### src/rtl/uart_frac_baud_gen.sv
module uart_frac_baud_gen #(
  parameter int DIV_W = 3,
  parameter int FD_W  = 8,
  parameter int ONE   = 64,
  parameter int OVS   = 16
) (
  input  logic       clk,
  input  logic       rst_n,
  input  logic       ctrl_we,
  input  logic [7:0] ctrl_wdata,
  input  logic       frac_we,
  input  logic [7:0] frac_wdata,
  input  logic       rx_restart,
  input  logic       legacy_rx_tick,
  input  logic       legacy_tx_tick,
  output logic [7:0] ctrl_q,
  output logic [7:0] frac_q,
  output logic       rx_tick,
  output logic       tx_tick
);
  localparam int PW = (1 << DIV_W) - 1;
  localparam int AW = FD_W + 2;
  localparam int CW = $clog2(OVS);

  logic             en_q;
  logic [DIV_W-1:0] div_q;
  logic [FD_W-1:0]  fd_q;
  logic [PW-1:0]    pcnt;
  logic [AW-1:0]    acc_q;
  logic [CW-1:0]    rx_cnt, tx_cnt;
  logic             rx_pls, tx_pls;

  wire clr = ctrl_we | frac_we;

  always_ff @(posedge clk or negedge rst_n)
    if (!rst_n) begin
      en_q  <= 1'b0;
      div_q <= '0;
    end else if (ctrl_we) begin
      en_q  <= ctrl_wdata[7];
      div_q <= ctrl_wdata[DIV_W-1:0];
    end

  always_ff @(posedge clk or negedge rst_n)
    if (!rst_n)       fd_q <= '0;
    else if (frac_we) fd_q <= frac_wdata[FD_W-1:0];

  assign ctrl_q = {en_q, {(7-DIV_W){1'b0}}, div_q};
  assign frac_q = 8'(fd_q);

  wire [PW-1:0] lim       = ~({PW{1'b1}} << div_q);
  wire          presc_hit = (pcnt == lim);

  always_ff @(posedge clk or negedge rst_n)
    if (!rst_n)                pcnt <= '0;
    else if (clr || presc_hit) pcnt <= '0;
    else                       pcnt <= pcnt + 1'b1;

  wire [AW-1:0] sum      = acc_q + AW'(ONE);
  wire [AW-1:0] modulus  = AW'(ONE) + AW'(fd_q);
  wire          frac_hit = presc_hit && (sum >= modulus);

  always_ff @(posedge clk or negedge rst_n)
    if (!rst_n)         acc_q <= '0;
    else if (clr)       acc_q <= '0;
    else if (frac_hit)  acc_q <= sum - modulus;
    else if (presc_hit) acc_q <= sum;

  always_ff @(posedge clk or negedge rst_n)
    if (!rst_n) begin
      tx_cnt <= '0;
      tx_pls <= 1'b0;
    end else begin
      tx_pls <= !clr && frac_hit && (tx_cnt == CW'(OVS-1));
      if (clr)           tx_cnt <= '0;
      else if (frac_hit) tx_cnt <= tx_cnt + 1'b1;
    end

  always_ff @(posedge clk or negedge rst_n)
    if (!rst_n) begin
      rx_cnt <= '0;
      rx_pls <= 1'b0;
    end else begin
      rx_pls <= !clr && !rx_restart && frac_hit && (rx_cnt == CW'(OVS-1));
      if (clr || rx_restart) rx_cnt <= '0;
      else if (frac_hit)     rx_cnt <= rx_cnt + 1'b1;
    end

  assign rx_tick = en_q ? rx_pls : legacy_rx_tick;
  assign tx_tick = en_q ? tx_pls : legacy_tx_tick;
endmodule

### config.mk
export PLATFORM = sky130hd
export DESIGN_NAME = uart_frac_baud_gen
export DESIGN_NICKNAME = d
export VERILOG_FILES = /design/src/rtl/uart_frac_baud_gen.sv
export SDC_FILE = /design/constraint.sdc
export NUM_CORES = 1
export LEC_CHECK = 0
export BUFFER_PORTS_ARGS = -buffer_cell sky130_fd_sc_hd__buf_2
export CORE_MARGIN = 1.5
export CORE_UTILIZATION = 35
export CTS_CLUSTER_SIZE = 40
export DETAILED_ROUTE_END_ITERATION = 8
export PLACE_DENSITY = 0.51
export SLEW_MARGIN = 20
export SYNTH_ARGS = -nofsm -noshare
export SYNTH_HDL_FRONTEND = slang
export SYNTH_SLANG_ARGS = --single-unit
### constraint.sdc
create_clock -name clk -period 6.25 [get_ports clk]
set_input_delay 1.25 -clock clk [delete_from_list [all_inputs] [get_ports clk]]
set_output_delay 1.25 -clock clk [all_outputs]
set_load 0.005 [all_outputs]
[Yosys cells after proc, flatten, opt, wreduce, memory -nomap -nowiden]
Index checks and enable logic that the tools add are counted.
Word-level totals
  latch bits: 0
  input port bits: 23
  memories: 0
  logic and storage cells: 45
  register bits after elaboration: 39
  memory bits (writable): 0
  bits in read-only memories: 0
Operators by class
  multiply operators: 0
  shift operators: 1
  magnitude comparators: 1
  reduce and logical (&&, ||, !) cells: 13
  divide/modulo/power cells: 0
  muxes and demuxes: 10
  bitwise operators: 2
  eq/ne operators: 3
  add/sub/neg operators: 6
Operators with widths (count)
  10-bit two-way mux: 3
  4-bit two-way mux: 4
  10-bit by 7-bit adder with 10-bit output (second input constant): 1
  10-bit by 9-bit >= comparator with 1-bit output: 1
  10-bit by 9-bit subtractor with 10-bit output: 1
  7-bit by 8-bit adder with 9-bit output (first input constant): 1
  4-bit by 1-bit adder with 4-bit output (second input constant): 2
  4-bit == test (second input constant): 2
  7-bit by 1-bit adder with 7-bit output (second input constant): 1
  7-bit == test: 1
  7-bit two-way mux: 1
  7-bit inverter: 1
  7-bit by 3-bit left shift with 7-bit output (first input constant): 1
  1-bit logical AND: 6
  2-bit nonzero test: 2
  3-bit nonzero test: 1
  1-bit logical NOT: 2
  1-bit logical OR: 2
  1-bit two-way mux: 2
  1-bit bitwise OR: 1

[Logic depth before layout (Yosys ltp)]
  depth in word-level cells: 6
  gate-level depth with buffers: 13
  gate-level depth less buffers: 10

[Worst setup path before layout]
No wires, ideal clock.
  path type: input port to output port
  from: input legacy_rx_tick
  to: output rx_tick
  cell stages on the path: 1
  slack: 3.498 ns
  data arrival time: 1.502 ns
  required time: 5.000 ns
  path buffers: 0
  path through: mux2_2
On the way
  longest elaborated chain between the ends: 1
Ends and longest elaborated chain
  start, declared: line 14  | input logic legacy_rx_tick,
  1-bit two-way mux: line 89  | assign rx_tick = en_q ? rx_pls : legacy_rx_tick;
  end, declared: line 18  | output logic rx_tick,
No other way between the ends.

[Worst setup path after layout]
  from: register acc_q[0]
  to: register acc_q[2]
On the way
  longest elaborated chain between the ends: 5
  elaborated cells on any way between the ends: 8
Ends and longest elaborated chain
  start, declared: line 29  | logic [AW-1:0] acc_q;
  start signal, assigned: line 66  | else if (frac_hit) acc_q <= sum - modulus;
  start signal, assigned: line 67  | else if (presc_hit) acc_q <= sum;
  10-bit by 7-bit adder with 10-bit output (*): line 59  | wire [AW-1:0] sum = acc_q + AW'(ONE);
  10-bit by 9-bit >= comparator with 1-bit output: line 61  | wire frac_hit = presc_hit && (sum >= modulus);
  1-bit logical AND: line 61
  10-bit two-way mux: line 66
  10-bit two-way mux: line 65  | else if (clr) acc_q <= '0;
Mark *: on every way between the ends. The rest lies on a longest branch, timed or not. The select of a mux whose other input is x is not followed.
A chain may end at the register's enable or synchronous reset.

==> results.yml <==
run_status:
  status: "finished, final reports clean"
synth:
  synth_edf_count: 0
  synth_flop_cell: "dfrtp_1"
  synth_top_area_cell: "dfrtp_1"
  synth_compound_area_share_pct: 19.8
  syn_area_mm2: 0.00250
  synth-xor-area-share_pct: 3.15
  synthMuxAreaShare_pct: 5.35
  synth_area_leaders: "dfrtp_1 (39%), ha_1 (7.0%), o21ai_0 (4.8%), a21oi_1 (4.4%), mux2_2 (3.6%)"
  yosysWarningCount: 0
  syn_inst: 273
  ys_seq_area_share_pct: 39.0
  synth_fa_ha_area_share_pct: 7.80
  synth_top_family_by_area: "compound AO/OA/AOI/OAI gates"
  synthSimpleGateAreaFrac_pct: 18.2
  yosys.area.top_type_share_pct: 39.0
  async_reset_ff_share_pct: 100
  synth_cell_types: 50
  ys_ff_latch: 39
  postSynthAreaPerCell_um2: 9.17
clock_tree:
  post_cts_buffers: 0
  cts.sinks: 39
  cts-buffers-inserted: 5
  htreeDepth: 2
  hold_buffers: 0
  ctsResizeCount: 0
  clock_latency_ps: 290
  clock-root-buffer: "clkbuf_8"
  clkTransAtPathRegs_ps: 80
  cts_tree: "done"
  ctsLongestPathBuffers: 2
critical_path:
  critical_path_class: "flip-flop to flip-flop"
  r2r_slack_ps: 3170
  r2r-end: "acc_q[2]$_DFFE_PN0P_"
  cp-end-kind: "flip-flop"
  cp.arrival_ps: 3280
  worstRegToRegCells: 10
  critPathLaunch: "acc_q[0]$_DFFE_PN0P_"
  worstSetupStartpointType: "flip-flop"
  worstPathRequired_ps: 6450
  path_max_fanout: 25
  r2r-start: "acc_q[0]$_DFFE_PN0P_"
pwr:
  p_seq_share_pct: 47.7
  power_frac_clock_pct: 29.9
  powerDensity_mw_per_mm2: 205
  ir_drop_uv: 109
  switching_share_pct: 32.0
  power_frac_comb_pct: 22.4
  internal-power_uw: 388
  p_leak_nw: 1.25
  switchingPower_uw: 183
  power.total_uw: 571
timing:
  worst_slack_ps: 3170
  finClkSkew_ps: 3.57
  drv_slew: 0
  finalHoldViolCount: 0
  period_minus_slack_ps: 3080
  slew_headroom_pct: 41.0
  final.setup.tns_ps: 0
  setup_violations: 0
  clock.fmax_ghz: 0.325
  min_period_over_period_pct: 49.3
  tightestPinTransition_ps: 885
  rsz0062_at_grt: "no"
detailed_routing:
  wl_per_cell_um: 13.8
  drt_iter0_markers: 111
  viasPerCell: 5.25
  drc: 0
  final_antenna_net_count: 0
  routed_wl_um: 5450
  firstDrtPassIters: 5
  vias: 2072
global_routing:
  grt_pass1_vias: 1940
  grtUsageMet3_pct: 3.96
  grt_max_degree: 40
  grtUsageMet2_pct: 25.1
  gr-usage-all-layers_pct: 15.6
  met1_usage_pct: 20.8
  grt_antenna_before_repair: 0
  overflow: 0
  grt-busiest-layer: "met2"
  grt_pass1_wl_um: 9260
worst_hold_path:
  hp-class: "flip-flop to flip-flop"
  min_to: "rx_pls$_DFF_PN0_"
  min_path_cells: 2
  min_from: "rx_cnt[3]$_DFFE_PN0P_"
place:
  place.gp.congestion: 0.788
  dp_slack_ps: 3170
  io_buffers: 32
  hpwl_um: 3730
finish:
  final_core_util_pct: 40.5
  final_common_cell: "dfrtp_1"
  final_cell_mix: "dfrtp_1 (39), buf_2 (32), o21ai_0 (24), a21oi_1 (21)"
  syn2layout_area_growth_pct: 11.0
  nets: 336
  drive_gt1_share_pct: 18.1
  diodes: 0
run:
  cap_violations: 0
floorplan:
  core_area_mm2: 0.00687
  die_y_um: 87.6
  start_util_pct: 36.4
  rows: 30
  io_pins: 41
  fp.dieW_um: 87.6
  die_area_mm2: 0.00767
## power by group through the flow
| stage | logic, mW | clock network, mW | registers [mW] |
|---|---|---|---|
| after global routing | 0.145 | 0.189 | 0.274 |
| after detailed placement | 0.128 | 0 | 0.278 |
| final | 0.128 | 0.170 | 0.272 |
| after global placement | 0.128 | 0 | 0.277 |
| after CTS | 0.129 | 0.179 | 0.273 |
| after floorplan | 0.0996 | 0 | 0.274 |
## how the worst max path moves through the flow
stage | slack (ps) | end | depth (start not counted)
after floorplan | 3500 | rx_tick | 1
after global placement | 3190 | acc_q[6]$_DFFE_PN0N_ | 10
after detailed placement | 3170 | acc_q[6]$_DFFE_PN0N_ | 10
after CTS | 3150 | acc_q[2]$_DFFE_PN0P_ | 10
after global routing | 2870 | tx_cnt[1]$_DFFE_PN0P_ | 10
final | 3170 | acc_q[2]$_DFFE_PN0P_ | 10
## through the flow
step / instance area (um2) / std cells / hold WS, ps
4_1_cts: 2780 / 395 / 529
3_5_place_dp: 2690 / 387 / 518
3_3_place_gp: 2690 / 387 / 519
5_1_grt: 2780 / 395 / 548
6_report: 2780 / 395 / 532
2_1_floorplan: 2510 / 276 / 497
## critical path, cell delays in order (launching register included)
cell       delay [ps]
dfrtp_1           380
inv_1              50
ha_1              150
inv_1              60
fa_1              390
a21oi_1           250
o211ai_1          220
a2111oi_4         470
or2_1             660
nor2_1             90
a211oi_1          240
## area by class of cell
type / instances / area (um2)
repair buffers: 32 / 160
clock inverters: 3 / 15.0
inverters: 16 / 60.1
multi-input cells: 204 / 1380
fillers: 710 / 4090
clock buffers: 5 / 68.8
well taps: 96 / 120
flip-flops and latches: 39 / 976
## synth_stat cells (all sizes together), types with 6 or more instances
library cell  number
mux2               8
buf               11
nand3             16
dfrtp             39
or3                6
inv               16
a21oi             22
clkbuf             6
nor2              16
xor2               6
ha                14
o21ai             24
nand2             15
## flip-flops by register name (all words and copies together) (netlist names), 3 cells and up
register / count
tx_cnt: 4
div_q: 3
acc_q: 10
rx_cnt: 4
pcnt: 7
frac_q: 8
## cell families after synthesis
kind of cell,after synthesis
mux,12
flops,39
fa+ha+maj,15
buf+inv,33
compound gates,78
xor+xnor,9
other cells,1
simple gates,86
## layer usage
layer	wire length [um]	up-vias	share of wire (%)
met5	0	-	0
met4	61	0	1.1
met3	148	4	2.7
met2	2500	32	46
met1	2740	1002	50
li1	-	1034	-
(Power assumes the default switching activity.)
